[src/rtl/strap_mode_pkg.sv]
package strap_mode_pkg;
  localparam int STRAP_W   = 4;
  localparam int BSEL_BIT  = 0;
  localparam int FS_LSB    = 1;
  localparam int FS_W      = 3;
  localparam logic [FS_W-1:0] CODE_TEST = 3'b011;
  localparam logic [FS_W-1:0] CODE_HIZ  = 3'b111;

  typedef enum logic [1:0] {
    OP_NORMAL = 2'd0,
    OP_TEST   = 2'd1,
    OP_HIZ    = 2'd2
  } op_mode_e;

  function automatic op_mode_e classify(input logic [STRAP_W-1:0] code);
    logic [FS_W-1:0] fs;
    fs = code[FS_LSB +: FS_W];
    if (fs == CODE_HIZ)       return OP_HIZ;
    else if (fs == CODE_TEST) return OP_TEST;
    else                      return OP_NORMAL;
  endfunction
endpackage

[src/rtl/strap_latch.sv]
module strap_latch #(
  parameter int W = 4
) (
  input  logic         clk,
  input  logic         capture,
  input  logic [W-1:0] pins,
  output logic [W-1:0] code
);
  // Capture window follows reset; the register keeps its value afterwards.
  always_ff @(posedge clk) begin
    if (capture) code <= pins;
  end
endmodule

[src/rtl/mode_decode.sv]
module mode_decode
  import strap_mode_pkg::*;
(
  input  logic               clk,
  input  logic               rst,
  input  logic [STRAP_W-1:0] code,
  output logic               pin_oe,
  output logic               clk_oe,
  output logic               is_normal,
  output logic               is_test,
  output logic               is_hiz,
  output logic               bus_sync
);
  op_mode_e m;
  assign m = classify(code);

  always_ff @(posedge clk) begin
    if (rst) begin
      pin_oe    <= 1'b0;
      clk_oe    <= 1'b0;
      is_normal <= 1'b0;
      is_test   <= 1'b0;
      is_hiz    <= 1'b0;
      bus_sync  <= 1'b0;
    end else begin
      pin_oe    <= 1'b1;
      clk_oe    <= (m != OP_HIZ);
      is_normal <= (m == OP_NORMAL);
      is_test   <= (m == OP_TEST);
      is_hiz    <= (m == OP_HIZ);
      bus_sync  <= (m == OP_NORMAL) && code[BSEL_BIT];
    end
  end
endmodule

[src/rtl/int_div.sv]
module int_div #(
  parameter int N = 2
) (
  input  logic clk,
  input  logic run,
  output logic clk_o
);
  localparam int CW = (N > 2) ? $clog2(N) : 1;
  localparam int HI = (N % 2 == 1) ? (N + 1) / 2 : N / 2;
  localparam logic [CW-1:0] LAST = CW'(N - 1);
  localparam logic [CW-1:0] HI_C = CW'(HI);

  logic [CW-1:0] cnt;
  logic          q_p;

  always_ff @(posedge clk) begin
    if (!run) begin
      cnt <= '0;
      q_p <= 1'b0;
    end else begin
      cnt <= (cnt == LAST) ? '0 : cnt + 1'b1;
      q_p <= (cnt < HI_C);
    end
  end

  generate
    if (N % 2 == 1) begin : g_odd
      // Half-cycle delayed copy trims the high phase to N/2 periods.
      logic q_n;
      always_ff @(negedge clk) begin
        if (!run) q_n <= 1'b0;
        else      q_n <= q_p;
      end
      assign clk_o = q_p & q_n;
    end else begin : g_even
      assign clk_o = q_p;
    end
  endgenerate
endmodule

[src/rtl/strap_mode_ctrl.sv]
module strap_mode_ctrl
  import strap_mode_pkg::*;
#(
  parameter int CPU_DIV   = 2,
  parameter int F48_DIV   = 2,
  parameter int F24_DIV   = 4,
  parameter int BUS_S_DIV = 4,
  parameter int BUS_A_DIV = 3
) (
  input  logic               clk_ref,
  input  logic               por,
  input  logic [STRAP_W-1:0] strap_in,
  output logic [STRAP_W-1:0] latched_code,
  output logic               pin_oe,
  output logic               clk_oe,
  output logic               mode_normal,
  output logic               mode_test,
  output logic               mode_hiz,
  output logic               bus_sync,
  output logic               tclk_cpu,
  output logic               tclk_48,
  output logic               tclk_24,
  output logic               tclk_bus
);
  logic bus_s, bus_a;

  strap_latch #(.W(STRAP_W)) u_latch (
    .clk(clk_ref), .capture(por), .pins(strap_in), .code(latched_code)
  );

  mode_decode u_dec (
    .clk(clk_ref), .rst(por), .code(latched_code),
    .pin_oe(pin_oe), .clk_oe(clk_oe),
    .is_normal(mode_normal), .is_test(mode_test), .is_hiz(mode_hiz),
    .bus_sync(bus_sync)
  );

  // All dividers share one run enable so they leave reset on the same edge.
  int_div #(.N(CPU_DIV))   u_cpu (.clk(clk_ref), .run(mode_test), .clk_o(tclk_cpu));
  int_div #(.N(F48_DIV))   u_f48 (.clk(clk_ref), .run(mode_test), .clk_o(tclk_48));
  int_div #(.N(F24_DIV))   u_f24 (.clk(clk_ref), .run(mode_test), .clk_o(tclk_24));
  int_div #(.N(BUS_S_DIV)) u_bss (.clk(clk_ref), .run(mode_test), .clk_o(bus_s));
  int_div #(.N(BUS_A_DIV)) u_bsa (.clk(clk_ref), .run(mode_test), .clk_o(bus_a));

  assign tclk_bus = latched_code[BSEL_BIT] ? bus_s : bus_a;
endmodule

[config.mk]
export PLATFORM = sky130hd
export DESIGN_NAME = strap_mode_ctrl
export DESIGN_NICKNAME = d
export VERILOG_FILES = /design/src/rtl/strap_mode_pkg.sv /design/src/rtl/strap_latch.sv /design/src/rtl/mode_decode.sv /design/src/rtl/int_div.sv /design/src/rtl/strap_mode_ctrl.sv
export SDC_FILE = /design/constraint.sdc
export NUM_CORES = 1
export LEC_CHECK = 0
export BUFFER_PORTS_ARGS = -buffer_cell sky130_fd_sc_hd__buf_2
export CORE_ASPECT_RATIO = 1.5
export CORE_MARGIN = 5
export CORE_UTILIZATION = 28
export DETAILED_ROUTE_END_ITERATION = 6
export PLACE_DENSITY = 0.45
export SETUP_SLACK_MARGIN = 0.02
export SYNTH_ARGS = -nofsm -noshare
export SYNTH_HDL_FRONTEND = slang
export SYNTH_SLANG_ARGS = --single-unit
[constraint.sdc]
create_clock -name clk_ref -period 1.4 [get_ports clk_ref]
set_input_delay 0.28 -clock clk_ref [delete_from_list [all_inputs] [get_ports clk_ref]]
set_output_delay 0.28 -clock clk_ref [all_outputs]
set_load 0.05 [all_outputs]
==> results of run 1 <==
through the flow:
stage / worst slack, ns / hold slack (ns) / total power [W] / TNS, ns / cell area, um^2
after floorplan: -0.260 / 0.337 / 0.000878 / -0.322 / 763
after detailed placement: -0.324 / 0.401 / 0.000915 / -0.324 / 901
after global placement: -0.313 / 0.399 / 0.000914 / -0.313 / 901
after CTS: -0.561 / 0.189 / 0.00137 / -0.561 / 966
after global routing: -0.614 / 0.183 / 0.00141 / -0.614 / 966
final: -0.546 / 0.195 / 0.00134 / -0.546 / 966
path summary, 6_finish.rpt:
kind / slack, ns / end / cells past startpoint / startpoint
hold / removal: 0.20 / u_latch.code[1] / 1 / strap_in[1]
setup reg to reg: 0.17 / u_bsa.g_odd.q_n / 1 / u_bsa.q_p
hold reg to reg: 0.41 / u_bsa.cnt[0] / 1 / u_bsa.cnt[0]
setup / recovery: -0.55 / tclk_bus / 3 / u_bsa.g_odd.q_n
layer usage:
metal	global-route usage	share of wire
met4	0.0426	0.021
met2	0.0825	0.48
met1	0.0664	0.46
met3	0.0183	0.033
met5	0	0
state kept, by name, summed over array words and instances (netlist names), 2 cells and up:
signal / flops
u_bsa.cnt: 2
u_bss.cnt: 2
u_f24.cnt: 2
u_latch.code: 4
power groups by stage:
stage,logic (W),clock network (W),registers [W]
2_1_floorplan,0.0000250,0.00000894,0.000844
5_1_grt,0.000149,0.000506,0.000751
4_1_cts,0.000144,0.000478,0.000748
3_5_place_dp,0.000143,0.00000894,0.000764
3_3_place_gp,0.000142,0.00000894,0.000763
6_report,0.000141,0.000455,0.000748
timing repair:
| action | 4_1_cts | 5_1_grt |
|---|---|---|
| pin swaps | 0 | 0 |
| gates cloned | 0 | 0 |
| setup endpoints to repair | 1 | 1 |
| gates resized for setup | 4 | 0 |
synth_stat cells (all sizes together):
library cell / instances / share of area
dfxtp: 20 / 0.54
and2b: 4 / 0.040
edfxtp: 4 / 0.16
ha: 3 / 0.050
inv: 3 / 0.015
nand2: 3 / 0.015
nor2b: 3 / 0.025
nor3b: 3 / 0.050
and2: 2 / 0.017
and3b: 2 / 0.025
nor2: 2 / 0.010
a21oi: 1 / 0.012
a31oi: 1 / 0.0084
buf: 1 / 0.015
nand2b: 1 / 0.0084
nor3: 1 / 0.0067
o21ai: 1 / 0.0067
worst max-delay path: cells and delay by family, from the launching register on:
kind                   cells  cell delay [ns]
flip-flops                 1             0.31
AO/OA/AOI/OAI              1             0.12
buffers and inverters      1             0.17
AND/OR/NAND/NOR            1             0.06
final cells by class:
class                           instances  area [um^2]  share of cell area
Inverter                                2         7.51             0.00777
Multi-Input combinational cell         27          219               0.227
Sequential cell                        24          526               0.544
Timing Repair Buffer                   20          109               0.113
Clock buffer                            4         55.1              0.0570
Clock inverter                          1         3.75             0.00389
Tap cell                               37         46.3              0.0479
cell families (layout without fill, tap and decap cells):
family | Yosys count | count (layout) | share of synthesized area
compound gates | 3 | 3 | 0.0268
flops | 24 | 24 | 0.696
fa+ha+maj | 3 | 3 | 0.0502
simple gates | 21 | 21 | 0.197
buf+inv | 4 | 27 | 0.0301
==> results.sh, run 1 <==
export IMPL_run_status="finished with violations"
export IMPL_violations="setup timing"
export IMPL_drc_errors=0
export IMPL_fp_dieArea_mm2=0.00383
export IMPL_worst_path_cell_trace="nand2_2, o21ai_4, buf_6"
export IMPL_synth_seq_cells=24
export IMPL_initial_utilization=0.286
export IMPL_synth_yosys_seq_area_share=0.696
export IMPL_critical_path_startpoint_type="flop"
export IMPL_place_gp_congestion=0.649
export IMPL_critical_path_class="flop to output port"
export IMPL_cts_root_buffer_cell="sky130_fd_sc_hd__clkbuf_8"
export IMPL_cts_hold_repair_buffers=0
export IMPL_routed_via_count=429
export IMPL_worst_clock_skew_ns=0.0634
export IMPL_holdCritPathClass="input port to flop"
export IMPL_antenna_diode_count=0
export IMPL_post_drt_via_cell_ratio=3.73
export IMPL_placedCellCount=111
export IMPL_drive_gt1_frac=0.423
export IMPL_nNetsFinal=88
export IMPL_first_global_vias=394
export IMPL_finalNonFillerCells=115
export IMPL_net_count_after_synthesis=64
export IMPL_placementRows=23
export IMPL_grt_ovfl_total=0
export IMPL_timing_final_ws_setup_ns=-0.546
export IMPL_leakage_component_of_the_power_nw=0.452
export IMPL_final_cell_mix="sky130_fd_sc_hd__buf_2, sky130_fd_sc_hd__dfxtp_1, sky130_fd_sc_hd__and2b_1, sky130_fd_sc_hd__clkbuf_8, sky130_fd_sc_hd__edfxtp_1"
export IMPL_syn_avg_cell_area_um2=13.6
export IMPL_gr_usage_all_layers=0.0560
export IMPL_path_clk_slew_ns=0.08
export IMPL_ctsHtreeMaxLevel=1
export IMPL_worstPathArrival_ns=1.67
export IMPL_timing_critical_path_fanout_max=1
export IMPL_synth_cell_area_um2=748
export IMPL_post_drt_wl_per_cell_um=8.88
export IMPL_drv_max_cap_violation_count=0
export IMPL_yosys_cell_types_count=18
export IMPL_io_pins=20
export IMPL_combPwrFrac=0.105
export IMPL_io_buffer_count=19
export IMPL_nFillCells=269
export IMPL_net_switching_power_w=0.000323
export IMPL_yosysWarningCount=0
export IMPL_area_growth_syn_to_layout_pct=29.1
export IMPL_die_h_um=73.3
export IMPL_synthCells=55
export IMPL_tritoncts="done"
export IMPL_critical_path_max_stage_delay_ns=0.31
export IMPL_iter_0_drt_violations=0
export IMPL_cts_buffers=3
export IMPL_worst_slew_margin_rel=0.830
export IMPL_placeable_core_region_mm2=0.00262
export IMPL_place_detailed_hpwl_um=764
export IMPL_drt_antenna_violating_nets=0
export IMPL_clock_latency_ns=0.32
export IMPL_hold_violations=0
export IMPL_clock_power_share=0.338
export IMPL_first_pass_grt_wire_length_um=1570
export IMPL_p_per_area_mw_per_mm2=1390
export IMPL_setup_viol_count_final=1
export IMPL_finalCoreUtilization=0.369
export IMPL_first_pass_iters=1
export IMPL_wl_um=1020
export IMPL_power_share_sequential=0.556
export IMPL_rsz0062_at_grt="true"
export IMPL_antenna_found_initial=0
export IMPL_grt_start_max_net_pins=14
export IMPL_floorplan_die_width_um=52.2
export IMPL_crit_required_ns=1.12
export IMPL_power_internal_w=0.00102
export IMPL_endpoint_kind="output port"
export IMPL_maxSlewViolCount=0
export IMPL_timing_worst_slew_pin_value_ns=0.256
export IMPL_cts_sinks=24
export IMPL_clk_path_buf_depth=2
export IMPL_crit_slowest_cell="sky130_fd_sc_hd__dfxtp_2"
export IMPL_cts_setup_buffers=0
export IMPL_peakVddDrop_mv=0.616
export IMPL_sw_frac_of_total=0.241
No activity file was read; power rests on OpenSTA's default activity.
==> inputs of run 2 (changes only) <==
--- a/config.mk
+++ b/config.mk
@@ -10,7 +10,6 @@
 export CORE_MARGIN = 5
 export CORE_UTILIZATION = 28
 export DETAILED_ROUTE_END_ITERATION = 6
-export PLACE_DENSITY = 0.45
 export SETUP_SLACK_MARGIN = 0.02
 export SYNTH_ARGS = -nofsm -noshare
 export SYNTH_HDL_FRONTEND = slang
==> results.sh, run 2 (synthesis results as in run 1) <==
export IMPL_floorplan_die_width_um=52.2
export IMPL_crit_required_ns=1.12
export IMPL_r2r_start="u_bsa.q_p"
export IMPL_run_status="finished with violations"
export IMPL_largest_register_ff_count=4
export IMPL_first_global_vias=447
export IMPL_timing_reg2reg_setup_slack_ns=0.19
export IMPL_timing_hold_worst_start="strap_in[3]"
export IMPL_critical_path_startpoint_type="flop"
export IMPL_worst_path_cell_trace="nand2_2, o21ai_4, buf_6"
export IMPL_path_clk_slew_ns=0.08
export IMPL_drc_errors=0
export IMPL_crit_reg2reg_capture="u_bsa.g_odd.q_n"
export IMPL_ctsHtreeMaxLevel=1
export IMPL_die_h_um=73.3
export IMPL_routed_via_count=440
export IMPL_p_per_area_mw_per_mm2=1450
export IMPL_cts_setup_buffers=0
export IMPL_nFillCells=264
export IMPL_setup_viol_count_final=1
export IMPL_timing_critical_path_fanout_max=1
export IMPL_place_detailed_hpwl_um=844
export IMPL_worst_clock_skew_ns=0.0616
export IMPL_io_pins=20
export IMPL_crit_slowest_cell="sky130_fd_sc_hd__dfxtp_2"
export IMPL_grt_busiest_layer="met2"
export IMPL_worst_hold_slack_ns=0.190
export IMPL_initial_utilization=0.286
export IMPL_final_cell_mix="sky130_fd_sc_hd__buf_2, sky130_fd_sc_hd__dfxtp_1, sky130_fd_sc_hd__and2b_1, sky130_fd_sc_hd__edfxtp_1"
export IMPL_antenna_found_initial=0
export IMPL_clk_path_buf_depth=2
export IMPL_drt_antenna_violating_nets=0
export IMPL_globalRouteMet1Util=0.0672
export IMPL_area_growth_syn_to_layout_pct=30.6
export IMPL_placeable_core_region_mm2=0.00262
export IMPL_place_gp_congestion=0.666
export IMPL_peakVddDrop_mv=0.528
export IMPL_timing_worst_slew_pin_value_ns=0.257
export IMPL_rsz0062_at_grt="true"
export IMPL_post_drt_wl_per_cell_um=9.70
export IMPL_maxSlewViolCount=0
export IMPL_first_pass_iters=1
export IMPL_count_of_cells_along_the_worst_register_to_register_path=1
export IMPL_worstPathArrival_ns=1.67
export IMPL_timing_final_ws_setup_ns=-0.554
export IMPL_first_pass_grt_wire_length_um=1830
export IMPL_wl_um=1120
export IMPL_clock_latency_ns=0.32
export IMPL_violations="setup timing"
export IMPL_nNetsFinal=88
export IMPL_grt_util_met2=0.105
export IMPL_largest_register="u_latch.code"
export IMPL_fp_dieArea_mm2=0.00383
export IMPL_worst_slew_margin_rel=0.830
export IMPL_post_drt_via_cell_ratio=3.83
export IMPL_hold_violations=0
export IMPL_min_delay_path_depth=1
export IMPL_finalCoreUtilization=0.373
export IMPL_critical_path_max_stage_delay_ns=0.31
export IMPL_cts_root_buffer_cell="sky130_fd_sc_hd__clkbuf_8"
export IMPL_drv_max_cap_violation_count=0
export IMPL_leakage_component_of_the_power_nw=0.457
export IMPL_holdCritPathClass="input port to flop"
export IMPL_gr_usage_all_layers=0.0654
export IMPL_hold_path_endpoint="u_latch.code[3]"
export IMPL_grt_start_max_net_pins=15
export IMPL_cts_sinks=24
export IMPL_cts_buffers=3
export IMPL_placementRows=23
export IMPL_critical_path_class="flop to output port"
export IMPL_grt_ovfl_total=0
export IMPL_endpoint_kind="output port"
export IMPL_tritoncts="done"
export IMPL_drive_gt1_frac=0.423
export IMPL_antenna_diode_count=0
export IMPL_groute_layer_met3_usage=0.0122
export IMPL_io_buffer_count=19
export IMPL_iter_0_drt_violations=0
export IMPL_design_power_total_w=0.00141
run 2: cell counts in the layout (fill, tap and decap cells not counted):
Identical to the previous run, type by type.
run 2: worst max path at each step:
stage               startpoint  endpoint  slack (ns)  cells after the start
2_1_floorplan  u_bsa.g_odd.q_n  tclk_bus       -0.26                      2
3_3_place_gp   u_bsa.g_odd.q_n  tclk_bus       -0.31                      3
3_5_place_dp   u_bsa.g_odd.q_n  tclk_bus       -0.33                      3
4_1_cts        u_bsa.g_odd.q_n  tclk_bus       -0.57                      3
5_1_grt        u_bsa.g_odd.q_n  tclk_bus       -0.60                      3
6_report       u_bsa.g_odd.q_n  tclk_bus       -0.55                      3
run 2: routing by layer:
layer	vias up	share of wire	routed length, um
li1	225	-	-
met1	201	0.41	453
met2	10	0.51	566
met3	4	0.045	50
met4	0	0.041	46
met5	-	0	0
run 2: cell type report:
cell class	instances	area, um^2	share of cell area
Clock buffer	4	66.3	0.0679
Clock inverter	1	3.75	0.00384
Inverter	2	7.51	0.00768
Multi-Input combinational cell	27	219	0.224
Sequential cell	24	526	0.538
Tap cell	37	46.3	0.0474
Timing Repair Buffer	20	109	0.111
run 2: worst max-delay path: cells and delay by family (launching register included):
kind | cells | cell delay (ns)
flip-flops | 1 | 0.31
AO/OA/AOI/OAI | 1 | 0.12
AND/OR/NAND/NOR | 1 | 0.06
buffers and inverters | 1 | 0.17
run 2: metrics by stage:
step           setup slack (ns)  cells  cell area [um^2]  setup TNS, ns
3_3_place_gp             -0.309    111               901         -0.309
5_1_grt                  -0.600    115               977         -0.600
4_1_cts                  -0.568    115               977         -0.568
6_report                 -0.554    115               977         -0.554
2_1_floorplan            -0.260     55               763         -0.322
3_5_place_dp             -0.331    111               901         -0.331
run 2: what timing repair did:
action                     CTS  global route
gates resized for setup      4             0
setup endpoints to repair    1             1
hold buffers                 0             0
run 2: power breakdown:
| part | internal, W | switching, W | leakage [nW] |
|---|---|---|---|
| Clock | 0.000314 | 0.000211 | 0.0392 |
| Combinational | 0.0000354 | 0.000107 | 0.214 |
| Sequential | 0.000732 | 0.0000168 | 0.204 |
| Total | 0.00108 | 0.000334 | 0.457 |
